**config.mk**
```make
export PLATFORM = sky130hd
export DESIGN_NAME = offtime_chopper
export DESIGN_NICKNAME = d
export VERILOG_FILES = /design/src/rtl/chop_pkg.sv /design/src/rtl/chop_cnt.sv /design/src/rtl/chop_fsm.sv /design/src/rtl/offtime_chopper.sv
export SDC_FILE = /design/constraint.sdc
export NUM_CORES = 1
export LEC_CHECK = 0
export ABC_AREA = 1
export BUFFER_PORTS_ARGS = -buffer_cell sky130_fd_sc_hd__buf_2
export CAP_MARGIN = 25
export CORE_AREA = 2 2 39 41
export CTS_CLUSTER_DIAMETER = 50
export DETAILED_ROUTE_END_ITERATION = 12
export DIE_AREA = 0 0 41 43
export GPL_TIMING_DRIVEN = 0
export SLEW_MARGIN = 0
export SYNTH_ARGS = -nofsm -noshare
export SYNTH_HDL_FRONTEND = slang
export SYNTH_HIERARCHICAL = 1
export SYNTH_SLANG_ARGS = --single-unit
```
**constraint.sdc**
```tcl
create_clock -name clk -period 2.4 [get_ports clk]
set_input_delay 0 -clock clk [delete_from_list [all_inputs] [get_ports clk]]
set_output_delay 0 -clock clk [all_outputs]
set_load 0.02 [all_outputs]
```
**src/rtl/chop_pkg.sv**
```systemverilog
package chop_pkg;

   typedef enum logic [1:0] {
      ST_IDLE  = 2'd0,
      ST_BLANK = 2'd1,
      ST_DRIVE = 2'd2,
      ST_OFF   = 2'd3
   } chop_st_t;

   // width able to hold (max(a,b) - 1), at least one bit
   function automatic int unsigned cnt_width(input int unsigned a, input int unsigned b);
      int unsigned m;
      m = (a > b) ? a : b;
      return (m < 2) ? 1 : $clog2(m);
   endfunction

endpackage

```
**src/rtl/chop_cnt.sv**
```systemverilog
module chop_cnt #(
   parameter int unsigned W = 4
) (
   input  logic         clk,
   input  logic         rst_n,
   input  logic         load,
   input  logic [W-1:0] load_val,
   output logic         is_zero
);
   logic [W-1:0] cnt_q;

   always_ff @(posedge clk or negedge rst_n) begin
      if (!rst_n)
         cnt_q <= '0;
      else if (load)
         cnt_q <= load_val;
      else if (cnt_q != '0)
         cnt_q <= cnt_q - 1'b1;
   end

   assign is_zero = (cnt_q == '0);
endmodule

```
**src/rtl/chop_fsm.sv**
```systemverilog
module chop_fsm
   import chop_pkg::*;
#(
   parameter int unsigned BLANK_CYC = 4,
   parameter int unsigned OFF_CYC   = 10,
   parameter int unsigned W         = 4
) (
   input  logic         clk,
   input  logic         rst_n,
   input  logic         drive,
   input  logic         trip,
   input  logic         fault,
   input  logic         cnt_zero,
   output chop_st_t     st,
   output logic         ld,
   output logic [W-1:0] ld_val
);
   localparam int unsigned BL_M1 = (BLANK_CYC > 0) ? BLANK_CYC - 1 : 0;
   localparam logic [W-1:0] BLANK_LD = W'(BL_M1);
   localparam logic [W-1:0] OFF_LD   = W'(OFF_CYC - 1);

   chop_st_t entry_st;
   chop_st_t nxt;

   generate
      if (BLANK_CYC > 0) begin : g_blank
         assign entry_st = ST_BLANK;
      end else begin : g_noblank
         assign entry_st = ST_DRIVE;
      end
   endgenerate

   always_comb begin
      nxt    = st;
      ld     = 1'b0;
      ld_val = '0;
      unique case (st)
         ST_IDLE: begin
            if (drive && !fault) begin
               nxt    = entry_st;
               ld     = 1'b1;
               ld_val = BLANK_LD;
            end
         end
         ST_BLANK: begin
            if (fault || !drive)
               nxt = ST_IDLE;
            else if (cnt_zero)
               nxt = ST_DRIVE;
         end
         ST_DRIVE: begin
            if (fault || !drive)
               nxt = ST_IDLE;
            else if (trip) begin
               nxt    = ST_OFF;
               ld     = 1'b1;
               ld_val = OFF_LD;
            end
         end
         ST_OFF: begin
            if (fault)
               nxt = ST_IDLE;
            else if (cnt_zero) begin
               if (drive) begin
                  nxt    = entry_st;
                  ld     = 1'b1;
                  ld_val = BLANK_LD;
               end else begin
                  nxt = ST_IDLE;
               end
            end
         end
         default: nxt = ST_IDLE;
      endcase
   end

   always_ff @(posedge clk or negedge rst_n) begin
      if (!rst_n)
         st <= ST_IDLE;
      else
         st <= nxt;
   end
endmodule

```
**src/rtl/offtime_chopper.sv**
```systemverilog
module offtime_chopper
   import chop_pkg::*;
#(
   parameter int unsigned BLANK_CYC = 4,
   parameter int unsigned OFF_CYC   = 10
) (
   input  logic       clk,
   input  logic       rst_n,
   input  logic       bridge_drive,
   input  logic       trip,
   input  logic       fault_off,
   output logic       force_brake,
   output logic [1:0] chop_state
);
   localparam int unsigned CNT_W = cnt_width(BLANK_CYC, OFF_CYC);

   generate
      if (OFF_CYC < 1) begin : g_bad_off
         $error("OFF_CYC must be at least 1");
      end
      if (CNT_W > 32) begin : g_bad_w
         $error("cycle counts too large");
      end
   endgenerate

   chop_st_t         st;
   logic             ld;
   logic [CNT_W-1:0] ld_val;
   logic             cnt_zero;

   chop_fsm #(
      .BLANK_CYC (BLANK_CYC),
      .OFF_CYC   (OFF_CYC),
      .W         (CNT_W)
   ) u_fsm (
      .clk      (clk),
      .rst_n    (rst_n),
      .drive    (bridge_drive),
      .trip     (trip),
      .fault    (fault_off),
      .cnt_zero (cnt_zero),
      .st       (st),
      .ld       (ld),
      .ld_val   (ld_val)
   );

   // one counter serves both windows; they never overlap
   chop_cnt #(
      .W (CNT_W)
   ) u_cnt (
      .clk      (clk),
      .rst_n    (rst_n),
      .load     (ld),
      .load_val (ld_val),
      .is_zero  (cnt_zero)
   );

   assign chop_state  = st;
   assign force_brake = (st == ST_OFF);
endmodule

```
* Yosys cells after proc, flatten, opt, wreduce, memory -nomap -nowiden
Cells that the tools add are included.
** Storage, ports and cells
- Register bits :: 6
** Cells by class
- $add $sub $neg :: 1
- Equal/unequal tests :: 7
- Muxes and demuxes :: 25
- Reductions and logical operators :: 9
** Operators with widths (count)
- $mux W4 :: 6
- $mux W2 :: 9
- $pmux W4 S3 :: 1
- $ne A3 B2 Y1 const B :: 3
- $pmux W2 S4 :: 1
- $mux W1 :: 7
- $eq A2 B2 Y1 const B :: 2
- $logic_not A4 Y1 :: 1
- $reduce_and A4 Y1 :: 1
- $reduce_bool A4 Y1 :: 1
- $sub A4 B1 Y4 const B :: 1
- $pmux W1 S3 :: 1
- $eq A2 B1 Y1 const B :: 1
- $logic_not A1 Y1 :: 2
- $logic_not A2 Y1 :: 1
- $ne A2 B1 Y1 const B :: 1
- $reduce_bool A2 Y1 :: 1
- $logic_and A1 B1 Y1 :: 1
- $logic_or A1 B1 Y1 :: 1

* Depth between registers and ports, before layout
Gate-level depths: netlist (run 1).
- Word-level depth :: 5
- Depth in mapped cells :: 11

* By module
The synthesis (run 1) kept the hierarchy.
** By module, submodules not included
- chop_cnt :: instances 1, cells each 34, area each 242.7 sq um, seq. area each 100.1 sq um
- chop_fsm :: instances 1, cells each 38, area each 209.0 sq um, seq. area each 50.0 sq um
- offtime_chopper :: instances 1, cells each 2, area each 7.5 sq um, seq. area each 0.0 sq um

* Worst setup path after synthesis (run 1)
Ideal clock, no wire load.
- Path kind :: register -> register
- Start point :: register u_cnt.cnt_q[0]
- End point :: register u_cnt.cnt_q[0]
- Library setup time :: 127 ps
- Arrival :: 1453 ps
- Required time :: 2273 ps
- Path slack :: 820 ps
- Cell stages (with the launch flop) :: 12
- Period minus slack after synthesis :: 1580 ps
- Cells stage by stage :: dfrtp_1 -> inv_1 -> ha_1 -> nand2_1 -> inv_1 -> nand4_1 -> nand3_1 -> buf_4 -> nand2_1 -> o21ai_0 -> nand2_1 -> o21ai_0
** On the way
- Cells in the longest elaborated chain, start to end :: 5
- Elaborated cells on any way between the ends :: 12
- Those cells by class :: add/sub: 1; mux: 8; reduce/logical: 3
** RTL lines
- from (decl) :: line chop_cnt.sv:10 : logic [W-1:0] cnt_q;
- from (signal assigned) :: line chop_cnt.sv:16 : cnt_q <= load_val;
- from (signal assigned) :: line chop_cnt.sv:18 : cnt_q <= cnt_q - 1'b1;
- $logic_not A4 Y1 * :: line chop_cnt.sv:21 : assign is_zero = (cnt_q == '0);
- named net cnt_zero :: line offtime_chopper.sv:29 : logic cnt_zero;
- $mux W1 * :: line chop_fsm.sv:63 : else if (cnt_zero) begin
- $mux W1 * :: line chop_fsm.sv:61 : if (fault)
- $pmux W1 S3 * :: line chop_fsm.sv:37 : unique case (st)
- named net ld :: line offtime_chopper.sv:27 : logic ld;
- $mux W4 or $reduce_bool A2 Y1 (tied branches)
Mark *: on every way through the listed nets, which the timed path passes. The rest lies on a longest branch. The select of a mux whose other input is x is not followed.
A chain may end at the register's enable or synchronous reset.

* Worst setup path in the final report (run 1)
Same ends and word-level chain as after synthesis.

==> results.md, run 1 <==
Power:
- The net switching power figure is 0.000188 W.
- Across the VDD grid, the largest voltage drop is 0.588 mV.
- Dividing total power by cell area gives a power density of 859 mW/mm^2.
- The portion of total power attributed to sequential cells is 35.1%.
- The internal portion of total power is 0.000282 W.
- The logic gate share of total power is 44.8%.
- The share of total power consumed by net switching is 40.0%.
- For this design the static power due to leakage is 0.331 nW.
- The clock network accounts for 20.1% of the total power.

Logic synthesis:
- Of the post-synthesis cell area, the dominant cell type holds 32.7%.
- The fraction of synthesis flops using an asynchronous set or reset pin is 100%.
- The number of nets handed over by synthesis was 80.
- The gate count after technology mapping is 74.
- The mapped netlist covers 459 sq um.
- The total of flip-flops plus latches after synthesis is 6.
- The dominant synthesized flop cell is dfrtp_1.
- By area the synthesized netlist is led by dfrtp_1 33%, nand2_1 20%, inv_1 11%.
- The number of warnings printed during yosys synthesis is 6.
- The number of different library cells in the post-synthesis netlist is 16.
- The post-synthesis average cell area is 6.21 sq um.
- Counting flops with a built-in enable in the synthesized netlist gives 0.
- Of all cell types, the one taking the most synthesized area is dfrtp_1.
- Summing the sequential cell areas from Yosys gives 32.7% of the chip area.

GRT:
- Global routing finished with a remaining overflow of 0.
- The number of global-route vias before repair is 333.
- In the global route stage, overall resource usage came out at 12.2%.
- The first global-routing pass estimated 1330 um of wire.
- The largest net degree at the start of global routing is 9.
- The initial antenna violation count is 0.

Drt:
- The first routing iteration left 11 violations.
- The detailed-route wire length is 775 um.
- Once detail routing completed, the nets flagged for antenna violations numbered 0.
- The total vias in the final route is 428.
- In the routed design, unresolved DRC markers number 0.
- In the routed layout, each cell is associated on average with a via count of 4.24.
- The count of TritonRoute iterations in the first routing pass is 4.
- After detailed routing, the average wire length per cell comes to 7.67 um.

Floorplanning:
- The floorplan step defined a die boundary enclosing 0.00176 sq mm.
- The initial utilization of the core area, before any placement, comes to 33.2%.
- The floorplan has 14 rows.
- The number of top-level pins is 8.
- The core region area is 0.00138 sq mm.
- From bottom edge to top edge, the die measures 43 um.
- The die is 41 um wide.

Finish:
- The repair_antennas step left the layout with diodes totalling 0.
- The layout overhead on the synthesized area is 19.1%.
- The layout filler cell count is 147.
- The share of post-route cells with drive strength above 1 is 18.8%.
- Measured on the finished design, the core utilization comes to 39.5%.
- The net count reported at finish is 93.

Clocking:
- The number of CTS-inserted buffers is 3.
- The TritonCTS sink count is 6.
- The deepest level of the CTS H-tree is 1.
- The root cell of the clock tree is clkbuf_4.
- The clock insertion delay at the later pin of the skew report is 250 ps.
- Clock-pin slew was measured on the worst setup and hold paths at 40 ps.
- The buffer depth of the longest clock path is 2.
- Gates resized during post-CTS repair numbered 0.
- The TritonCTS clock tree is done.

STA:
- The routed design could run at a clock period as short as 1760 ps.
- Setup violations remaining at the end of the flow were counted as 0.
- The total count of hold-check failures in the final report is 0.
- Setup repair after global routing left no endpoint under its margin.
- The count of pins over their slew limit is 0.
- Clock skew on the completed layout was measured at 3.23 ps.
- Setup total negative slack on the finished layout was measured at 0 ps.
- Static timing analysis puts the maximum clock frequency at 570 MHz.
- The final critical path takes up 73.2% of the cycle.

Placed design:
- Summed over all nets, the half-perimeter wirelength after detailed placement is 636 um.
- At the end of routability-driven placement, the weighted congestion stood at 0.700.
- In this run the tool buffered the top-level ports with 7 buffer cells.

Worst setup path:
- The maximum single-stage delay on the critical path is 330 ps.
- The worst flop-to-flop path endpoint is u_cnt/cnt_q[0]$_DFFE_PN0P_.
- Measured in cells, the most critical reg-to-reg path has a length of 11.
- The register-to-register setup slack is 640 ps.
- The worst register-to-register path begins at u_cnt/cnt_q[0]$_DFFE_PN0P_.
- The most frequent cell on the critical path is nand2_1.
- Among all stages on the critical path, the largest delay is contributed by dfrtp_1.
- The kind of end point of the critical path is a flop.
- The worst setup path is launched from a flop.
- Of all nets on the critical path, the largest fanout is 8.
- The critical path goes through inv_1, ha_1, nand2_1, inv_1, nand4_1, nand3_1, buf_4, nand2_1, o21ai_0, nand2_1, o21ai_0.
- The worst setup path is of the flop to flop kind.
- The endpoint required time on the critical path is 2530 ps.
- Data on the critical path arrives at its endpoint at 1880 ps.

Worst hold path:
- The endpoint of the worst hold-timing path is u_fsm/st[0]$_DFFE_PN0P_.
- The worst hold path passes through 3 cells.
- In this run the worst hold path is classified as primary input to flop.
- The worst min-delay path startpoint is trip.

Flow run:
- The number of max-cap violations is 0.

Run status:
- The flow ran to the end, and the final reports show no timing, DRC or antenna violations.
per-stage QoR:
stage | setup WS [ps] | instances | instance area, sq um | hold WS [ps] | power, W
3_3_place_gp | 646 | 97 | 514 | -168 | 0.000374
6_report | 644 | 101 | 547 | 54.2 | 0.000470
2_1_floorplan | 820 | 74 | 459 | -296 | 0.000335
4_1_cts | 635 | 101 | 547 | 55.3 | 0.000477
5_1_grt | 357 | 101 | 547 | 93.3 | 0.000530
3_5_place_dp | 644 | 97 | 514 | -169 | 0.000378
cells by family after synthesis:
| family | count (synthesis) | share of synthesized area (%) |
|---|---|---|
| flip-flops | 6 | 32.7 |
| buffers and inverters | 16 | 14.7 |
| other | 1 | 0.817 |
| AO/OA/AOI/OAI | 6 | 6.54 |
| adder cells (fa/ha/maj) | 1 | 2.72 |
| XOR/XNOR | 1 | 1.91 |
| AND/OR/NAND/NOR | 43 | 40.6 |
state kept, by name, indices dropped and copies added (netlist names):
| register | count |
|---|---|
| u_cnt/cnt_q | 4 |
| u_fsm/st | 2 |
worst max-delay path by stage:
| stage | startpoint | end | slack (ps) | cells past startpoint |
|---|---|---|---|---|
| after global placement | u_cnt/cnt_q[0]$_DFFE_PN0P_ | u_cnt/cnt_q[0]$_DFFE_PN0P_ | 650 | 11 |
| after global routing | u_cnt/cnt_q[0]$_DFFE_PN0P_ | u_cnt/cnt_q[0]$_DFFE_PN0P_ | 360 | 11 |
| after detailed placement | u_cnt/cnt_q[0]$_DFFE_PN0P_ | u_cnt/cnt_q[0]$_DFFE_PN0P_ | 640 | 11 |
| after CTS | u_cnt/cnt_q[0]$_DFFE_PN0P_ | u_cnt/cnt_q[0]$_DFFE_PN0P_ | 640 | 11 |
| final | u_cnt/cnt_q[0]$_DFFE_PN0P_ | u_cnt/cnt_q[0]$_DFFE_PN0P_ | 640 | 11 |
| after floorplan | u_cnt/cnt_q[0]$_DFFE_PN0P_ | u_cnt/cnt_q[0]$_DFFE_PN0P_ | 820 | 11 |
cell type report:
cell class | instances | area (sq um) | area share, %
Multi-Input combinational cell | 52 | 241 | 44.2
Sequential cell | 6 | 150 | 27.5
Inverter | 14 | 52.6 | 9.61
Timing Repair Buffer | 8 | 45.0 | 8.24
Clock buffer | 3 | 22.5 | 4.12
Tap cell | 16 | 20.0 | 3.66
Buffer | 2 | 15.0 | 2.75
placed cells by master (no fill, tap or decap):
master,instances
nor2_2,2
nand3_2,1
nor3_1,1
nor2_1,8
inv_1,13
buf_4,2
dfrtp_1,6
nand3b_1,1
nand4_1,2
inv_2,1
ha_1,1
nand2_1,25
conb_1,1
nand3_1,3
clkbuf_4,3
buf_2,7
xnor2_1,1
o21ai_0,6
dlygate4sd3_1,1
metal layers:
metal  routed length (um)  vias up  global-route usage [%]
met2                  337        7                    15.6
li1                     -      246                       -
met4                   18        0                    6.00
met5                    0        -                       0
met3                   50        4                    9.42
met1                  368      171                    14.4
synthesized netlist by cell type (2+ instances only):
master	count
nand4_1	2
nor2_1	8
buf_4	2
dfrtp_1	6
o21ai_0	6
nor2_2	2
inv_1	13
nand3_1	3
nand2_1	25
worst max-delay path: cells and delay by family (launching register included):
family          cells  cell delay, ps
fa+ha+maj           1             250
simple gates        5             560
flops               1             330
compound gates      2             160
buf+inv             3             340
power by group through the flow:
stage                     combinational [W]  sequential [W]  clock (W)
after global routing               0.000251        0.000172   0.000107
after floorplan                    0.000170        0.000165          0
after CTS                          0.000213        0.000165  0.0000992
after detailed placement           0.000211        0.000166          0
final                              0.000211        0.000165  0.0000944
after global placement             0.000208        0.000166          0
repair_timing:
item                                   CTS  global route
hold buffers                             1             0
endpoints found under the hold margin    6             0
setup buffers                            0             0
No activity file was read; power rests on OpenSTA's default activity.
==> inputs of run 2 (changes only) <==
==> constraint.sdc (replaced) <==
create_clock -name clk -period 1.48 [get_ports clk]
set_input_delay 0 -clock clk [delete_from_list [all_inputs] [get_ports clk]]
set_output_delay 0 -clock clk [all_outputs]
set_load 0.02 [all_outputs]
==> results.md, run 2 (synthesized netlist as in run 1, its figures left out) <==
Run status:
- Result of the run: complete, but fails checks (was finished clean).
- The final reports fail on negative setup slack.

Worst setup path:
- The critical setup path kind is flop to flop (unchanged).
- The start point of the critical path was u_cnt/cnt_q[0]$_DFFE_PN0P_ (unchanged).
- The type of origin of the critical path is a flop (unchanged).
- The worst flop-to-flop path startpoint is u_cnt/cnt_q[0]$_DFFE_PN0P_ (unchanged).
- The kind of end point of the critical path is a flop (unchanged).
- The slowest cell on the critical path is dfrtp_1 (unchanged).
- The maximum fanout along the worst path is 8 (unchanged).
- The endpoint required time on the critical path was 1640 ps (was 2530 ps).
- The maximum single-stage delay on the critical path is 380 ps (was 330 ps).
- The data arrival time of the critical path is 1670 ps (was 1880 ps).
- Chain of cells forming the critical path: inv_2, ha_4, nand2_4, inv_2, nand4_1, nand3_4, buf_6, nand2_1, o21ai_1, nand2_1, o21ai_1 (was inv_1, ha_1, nand2_1, inv_1, nand4_1, nand3_1, buf_4, nand2_1, o21ai_0, nand2_1, o21ai_0).

Power:
- The net switching power figure was 0.000395 W (was 0.000188 W).
- The internal portion of total power is 0.000584 W (was 0.000282 W).
- The portion of total power attributed to sequential cells was 29.2% (was 35.1%).
- The share of total power consumed by net switching came to 40.3% (was 40.0%).
- The power density over the cells is 1560 mW/mm^2 (was 859 mW/mm^2).
- The logic gate share of total power is 56.3% (was 44.8%).
- The cell leakage power is 0.366 nW (was 0.331 nW).
- The largest vdd supply drop is 0.375 mV (was 0.588 mV).
- The clock network power share was 14.5% (was 20.1%).

GRT:
- The initial antenna violation count is 0 (unchanged).
- The total global routing track utilization came to 14.1% (was 12.2%).
- The largest net degree at the start of global routing was 9 (unchanged).
- The global route total overflow is 0 (unchanged).
- The first-pass GRT wire length is 1720 um (was 1330 um).
- The number of global-route vias before repair is 451 (was 333).

Floorplanning:
- The core region area was 0.00138 sq mm (unchanged).
- The width of the die is 41 um (unchanged).
- The starting utilization of the core area is 33.2% (unchanged).
- The vertical die dimension is 43 um (unchanged).
- The number of top-level pins came to 8 (unchanged).
- The area enclosed by the die boundary was 0.00176 sq mm (unchanged).
- The placement row count is 14 (unchanged).

Placed design:
- The final RePlAce weighted congestion is 0.835 (was 0.700).
- The half-perimeter wire length after placement came to 739 um (was 636 um).
- The number of placed instances, taps included is 97 (unchanged).
- The worst setup timing slack at the placement stage is -176 ps (was 644 ps).
- The number of port buffers is 7 (unchanged).

STA:
- The total count of hold-check failures in the final report was 0 (unchanged).
- The minimum setup slack in the final design is -24.1 ps (was 644 ps).
- The final period demand of the worst path is 1500 ps (was 1760 ps).
- The post-route clock skew is 0.835 ps (was 3.23 ps).
- The final clock period utilization by the worst path is 102% (was 73.2%).
- The upper clock frequency limit is 665 MHz (was 570 MHz).
- The count of pins over their slew limit came to 0 (unchanged).
- The setup-violating endpoint count in the final report is 2 (was 0).
- Unrepaired setup endpoints after global routing: true (was false).

Drt:
- The average wire length per cell after detail routing was 9.54 um (was 7.67 um).
- The mean number of vias per cell was 4.50 (was 4.24).
- The remaining number of nets flagged by the antenna check after routing was 0 (unchanged).
- The detailed-route wire length was 1010 um (was 775 um).
- The number of design rule violations left after detail routing is 0 (unchanged).
- The total vias in the final route is 477 (was 428).
- The count of TritonRoute iterations in the first routing pass is 4 (unchanged).
- The violation count after the first detailed-route iteration is 8 (was 11).

Clocking:
- The buffer depth of the longest clock path was 2 (unchanged).
- The TritonCTS clock tree was done (unchanged).
- The number of CTS-inserted buffers is 3 (unchanged).
- The register clock-pin slew on the reported worst setup and hold paths is 40 ps (about the same).
- The clock insertion delay at the later pin of the skew report is 240 ps (was 250 ps).
- The TritonCTS sink count is 6 (unchanged).
- The root cell of the clock tree is clkbuf_4 (unchanged).
- The deepest level of the CTS H-tree came to 1 (unchanged).

Finish:
- The most frequent standard cell in the layout excluding fill and tap cells is nand2_1 (unchanged).
- The layout filler cell count came to 139 (was 147).
- The net count reported at finish is 98 (was 93).
- Highest-count cells in the layout ignoring fill and taps: 24 x nand2_1, 9 x inv_1, 8 x nor2_1 (was 25 x nand2_1, 13 x inv_1, 8 x nor2_1).
- Top Registers: u_cnt/cnt_q x4, u_fsm/st x2 (unchanged).
- The share of post-route cells with drive strength above 1 came to 32.2% (was 18.8%).
- The count of inserted antenna diode cells is 0 (unchanged).
- The layout overhead on the synthesized area is 36.5% (was 19.1%).
- The flip-flop count of the largest register, all copies and words added was 4 (unchanged).
- The final non-filler cell total is 106 (was 101).
- The largest register by flop count is u_cnt/cnt_q (unchanged).

Flow run:
- The number of max-cap violations is 0 (unchanged).

Worst hold path:
- The class of the tightest hold or removal check is primary input to asynchronous set/reset pin (was primary input to flop).
run 2: cell count changes in the layout (fill, tap and decap cells not counted), sizes merged:
cell | before | now
buf | 9 | 14
run 2: timing repair:
action / 4_1_cts / 5_1_grt
resized for setup: 7 / 6
endpoints found under the hold margin: 6 / 0
pin swaps: 2 / 4
hold buffers: 1 / 0
setup endpoints to repair: 4 / 4
buffers inserted: 3 / 2
run 2: final timing paths:
check	end	slack, ps	cells after the start
min in group clk	u_fsm/st[1]$_DFFE_PN0P_	120	4
setup / recovery	u_cnt/cnt_q[0]$_DFFE_PN0P_	-20	11
hold reg to reg	u_cnt/cnt_q[1]$_DFFE_PN0P_	580	2
hold / removal	u_fsm/st[1]$_DFFE_PN0P_	110	2
max in group asynchronous	u_cnt/cnt_q[2]$_DFFE_PN0P_	1210	2
setup reg to reg	u_cnt/cnt_q[0]$_DFFE_PN0P_	-20	11
run 2: power by group through the flow:
| stage | Sequential (W) | Combinational (W) | Clock [W] |
|---|---|---|---|
| finish | 0.000286 | 0.000551 | 0.000142 |
| global route | 0.000293 | 0.000621 | 0.000157 |
| CTS | 0.000277 | 0.000463 | 0.000149 |
| detailed placement | 0.000274 | 0.000356 | 0 |
| global placement | 0.000269 | 0.000347 | 0 |
| floorplan | 0.000268 | 0.000281 | 0 |
run 2: stage by stage:
| stage | util (%) | instance area [sq um] | hold slack, ps | power (W) | TNS [ps] |
|---|---|---|---|---|---|
| 3_3_place_gp | 37.7 | 522 | -176 | 0.000616 | -429 |
| 5_1_grt | 45.3 | 627 | 115 | 0.00107 | -410 |
| 2_1_floorplan | - | 467 | -296 | 0.000549 | 0 |
| 4_1_cts | 42.9 | 593 | 94.0 | 0.000889 | 0 |
| 3_5_place_dp | 37.7 | 522 | -172 | 0.000630 | -563 |
| 6_report | 45.3 | 627 | 112 | 0.000979 | -41.6 |
run 2: area by class of cell:
cell class	count	area, sq um	share of cell area [%]
multi-input combinational	52	279	44.5
sequential	6	151	24.2
inverter	14	52.6	8.38
clock buffer	3	22.5	3.59
tap	16	20.0	3.19
buffer	2	18.8	2.99
timing repair buffer	13	82.6	13.2
run 2: routing by layer:
| layer | GRT usage [%] | vias up | routed length [um] |
|---|---|---|---|
| met4 | 10.0 | 0 | 0 |
| met2 | 23.4 | 5 | 543 |
| met3 | 0 | 0 | 14 |
| li1 | - | 256 | - |
| met5 | 0 | - | 0 |
| met1 | 16.2 | 216 | 452 |
run 2: worst max-delay path: cells and delay by family (launching register included):
kind	cells	cell delay, ps
compound gates	2	130
flops	1	380
buf+inv	3	250
fa+ha+maj	1	150
simple gates	5	520
==> inputs of run 3 (changes only) <==
--- a/config.mk
+++ b/config.mk
@@ -13,6 +13,7 @@
 export DETAILED_ROUTE_END_ITERATION = 12
 export DIE_AREA = 0 0 41 43
 export GPL_TIMING_DRIVEN = 0
+export SKIP_CTS_REPAIR_TIMING = 1
 export SLEW_MARGIN = 0
 export SYNTH_ARGS = -nofsm -noshare
 export SYNTH_HDL_FRONTEND = slang
==> results.md, run 3 (synthesized netlist as in run 1, its figures left out) <==
Finish:
- The final design instance area without fill is 643 sq um (was 627 sq um).
- The most frequent standard cell in the layout excluding fill and tap cells is nand2_1 (unchanged).
- The layout overhead on the synthesized area was 40.1% (was 36.5%).
- The final non-filler cell total is 108 (was 106).
- Top Registers: u_cnt/cnt_q x4, u_fsm/st x2 (unchanged).
- The layout filler cell count is 138 (was 139).
- The largest register by flop count is u_cnt/cnt_q (unchanged).
- The flip-flop count of the largest register, all copies and words added is 4 (unchanged).
- The count of inserted antenna diode cells came to 0 (unchanged).
- Highest-count cells in the layout ignoring fill and taps: 23 x nand2_1, 10 x inv_1, 8 x nor2_1, 8 x buf_4, 7 x buf_2 (was 24 x nand2_1, 9 x inv_1, 8 x nor2_1).
- The share of post-route cells with drive strength above 1 is 32.6% (was 32.2%).
- The net count reported at finish was 100 (was 98).

Worst setup path:
- The endpoint required time on the critical path was 1610 ps (was 1640 ps).
- The register-to-register setup slack is -30 ps (was -20 ps).
- The maximum single-stage delay on the critical path came to 380 ps (about the same).
- The type of origin of the critical path is a flop (unchanged).
- The cell depth of the worst flop-to-flop path is 11 (unchanged).
- The data arrival time of the critical path is 1640 ps (was 1670 ps).
- The critical setup path kind was flop to flop (unchanged).
- The kind of end point of the critical path is a flop (unchanged).
- Chain of cells forming the critical path: inv_2, ha_4, nand2_4, inv_2, nand4_1, nand3_4, inv_1, nand2_1, inv_1, nand2_1, nand2_1 (was inv_2, ha_4, nand2_4, inv_2, nand4_1, nand3_4, buf_6, nand2_1, o21ai_1, nand2_1, o21ai_1).
- The most frequent cell on the critical path is nand2_1.
- The worst flop-to-flop path endpoint is u_cnt/cnt_q[3]$_DFFE_PN0P_ (was u_cnt/cnt_q[0]$_DFFE_PN0P_).
- The maximum fanout along the worst path came to 8 (unchanged).
- The worst flop-to-flop path startpoint is u_cnt/cnt_q[0]$_DFFE_PN0P_ (unchanged).
- The slowest cell on the critical path is dfrtp_1 (unchanged).

Clocking:
- The TritonCTS clock tree is done (unchanged).
- The root cell of the clock tree is clkbuf_4 (unchanged).
- The TritonCTS sink count is 6 (unchanged).
- The deepest level of the CTS H-tree is 1 (unchanged).
- The register clock-pin slew on the reported worst setup and hold paths is 40 ps (about the same).
- The number of CTS-inserted buffers is 3 (unchanged).
- The buffer depth of the longest clock path is 2 (unchanged).
- The clock insertion delay at the later pin of the skew report came to 240 ps (about the same).

Floorplanning:
- The core region area is 0.00138 sq mm (unchanged).
- The number of top-level pins came to 8 (unchanged).
- The width of the die is 41 um (unchanged).
- The starting utilization of the core area is 33.2% (unchanged).
- The placement row count is 14 (unchanged).
- The area enclosed by the die boundary is 0.00176 sq mm (unchanged).
- The vertical die dimension is 43 um (unchanged).

Power:
- The largest vdd supply drop is 0.396 mV (was 0.375 mV).
- The power density over the cells is 1580 mW/mm^2 (was 1560 mW/mm^2).
- The cell leakage power was 0.379 nW (was 0.366 nW).

GRT:
- The total global routing track utilization was 13.3% (was 14.1%).
- The first-pass GRT wire length is 1620 um (was 1720 um).
- The largest net degree at the start of global routing was 9 (unchanged).
- The number of global-route vias before repair is 428 (was 451).
- The initial antenna violation count is 0 (unchanged).
- The global route total overflow was 0 (unchanged).

Placed design:
- The half-perimeter wire length after placement was 739 um (unchanged).
- The final RePlAce weighted congestion came to 0.835 (unchanged).
- The number of port buffers is 7 (unchanged).
- The number of placed instances, taps included is 97 (unchanged).
- The standard cell area after detailed placement is 522 sq um (unchanged).

STA:
- Unrepaired setup endpoints after global routing: true (unchanged).
- The post-route clock skew came to 0.615 ps (was 0.835 ps).
- The count of pins over their slew limit was 0 (unchanged).
- The upper clock frequency limit is 661 MHz (was 665 MHz).
- The setup-violating endpoint count in the final report is 1 (was 2).
- The final clock period utilization by the worst path came to 102% (about the same).
- The minimum setup slack in the final design is -33.2 ps (was -24.1 ps).
- The total count of hold-check failures in the final report is 0 (unchanged).
- The final period demand of the worst path is 1510 ps (was 1500 ps).

Drt:
- The remaining number of nets flagged by the antenna check after routing came to 0 (unchanged).
- The mean number of vias per cell is 4.48 (was 4.50).
- The average wire length per cell after detail routing was 9.44 um (was 9.54 um).
- The violation count after the first detailed-route iteration is 2 (was 8).
- The total vias in the final route came to 484 (was 477).
- The detailed-route wire length came to 1020 um (was 1010 um).
- The number of design rule violations left after detail routing is 0 (unchanged).
- The count of TritonRoute iterations in the first routing pass was 3 (was 4).

Worst hold path:
- The worst min-delay path startpoint is trip.
- The class of the tightest hold or removal check is primary input to flop (was primary input to asynchronous set/reset pin).
- The cell depth of the worst hold path is 3.
- The endpoint of the worst hold-timing path is u_fsm/st[0]$_DFFE_PN0P_.

Run status:
- Result of the run: complete, but fails checks (unchanged).
- Violated checks: negative setup slack (unchanged).

Flow run:
- The number of max-cap violations is 0 (unchanged).
[run 3: layout make-up]
| cell class | instances | area [sq um] | share of cell area, % |
|---|---|---|---|
| multi-input cells | 52 | 282 | 43.8 |
| flip-flops and latches | 6 | 150 | 23.3 |
| repair buffers | 15 | 97.6 | 15.2 |
| inverters | 14 | 52.6 | 8.17 |
| clock buffers | 3 | 22.5 | 3.50 |
| well taps | 16 | 20.0 | 3.11 |
| plain buffers | 2 | 18.8 | 2.92 |
[run 3: worst max path at each step]
stage / start / slack (ps) / cells after the start / endpoint
after CTS: u_cnt/cnt_q[0]$_DFFE_PN0P_ / -180 / 11 / u_cnt/cnt_q[0]$_DFFE_PN0P_
after detailed placement: u_cnt/cnt_q[0]$_DFFE_PN0P_ / -180 / 11 / u_cnt/cnt_q[0]$_DFFE_PN0P_
after floorplan: u_cnt/cnt_q[0]$_DFFE_PN0P_ / 1 / 11 / u_cnt/cnt_q[0]$_DFFE_PN0P_
after global routing: u_cnt/cnt_q[0]$_DFFE_PN0P_ / -110 / 11 / u_cnt/cnt_q[3]$_DFFE_PN0P_
final: u_cnt/cnt_q[0]$_DFFE_PN0P_ / -30 / 11 / u_cnt/cnt_q[3]$_DFFE_PN0P_
after global placement: u_cnt/cnt_q[0]$_DFFE_PN0P_ / -150 / 11 / u_cnt/cnt_q[0]$_DFFE_PN0P_
[run 3: metal layers]
metal | GRT usage, % | share of wire [%] | vias to the layer above | wire length [um]
li1 | - | - | 262 | -
met1 | 15.9 | 47 | 219 | 475
met2 | 21.3 | 52 | 3 | 533
met3 | 0 | 0.98 | 0 | 10
met4 | 10.0 | 0 | 0 | 0
met5 | 0 | 0 | - | 0
[run 3: critical path: cells and delay by family (launching register included)]
kind                     cells  cell delay, ps
AND/OR/NAND/NOR              6             590
flip-flops                   1             380
buffers and inverters        4             280
adder cells (fa/ha/maj)      1             150
[run 3: metrics by stage]
step                      worst slack, ps  setup TNS, ps  utilization [%]  hold WS, ps  total power (W)
after global placement               -148           -429             37.7         -176         0.000616
after global routing                 -115           -329             46.5          115          0.00110
after CTS                            -182           -572             39.3         -429         0.000780
final                               -33.2          -33.2             46.5         97.7          0.00102
after floorplan                      1.29              0                -         -296         0.000549
after detailed placement             -176           -563             37.7         -172         0.000630
[run 3: report_power, final]
part / switching, W / internal, W
Combinational: 0.000289 / 0.000301
Sequential: 0.0000597 / 0.000224
Clock: 0.0000510 / 0.0000912
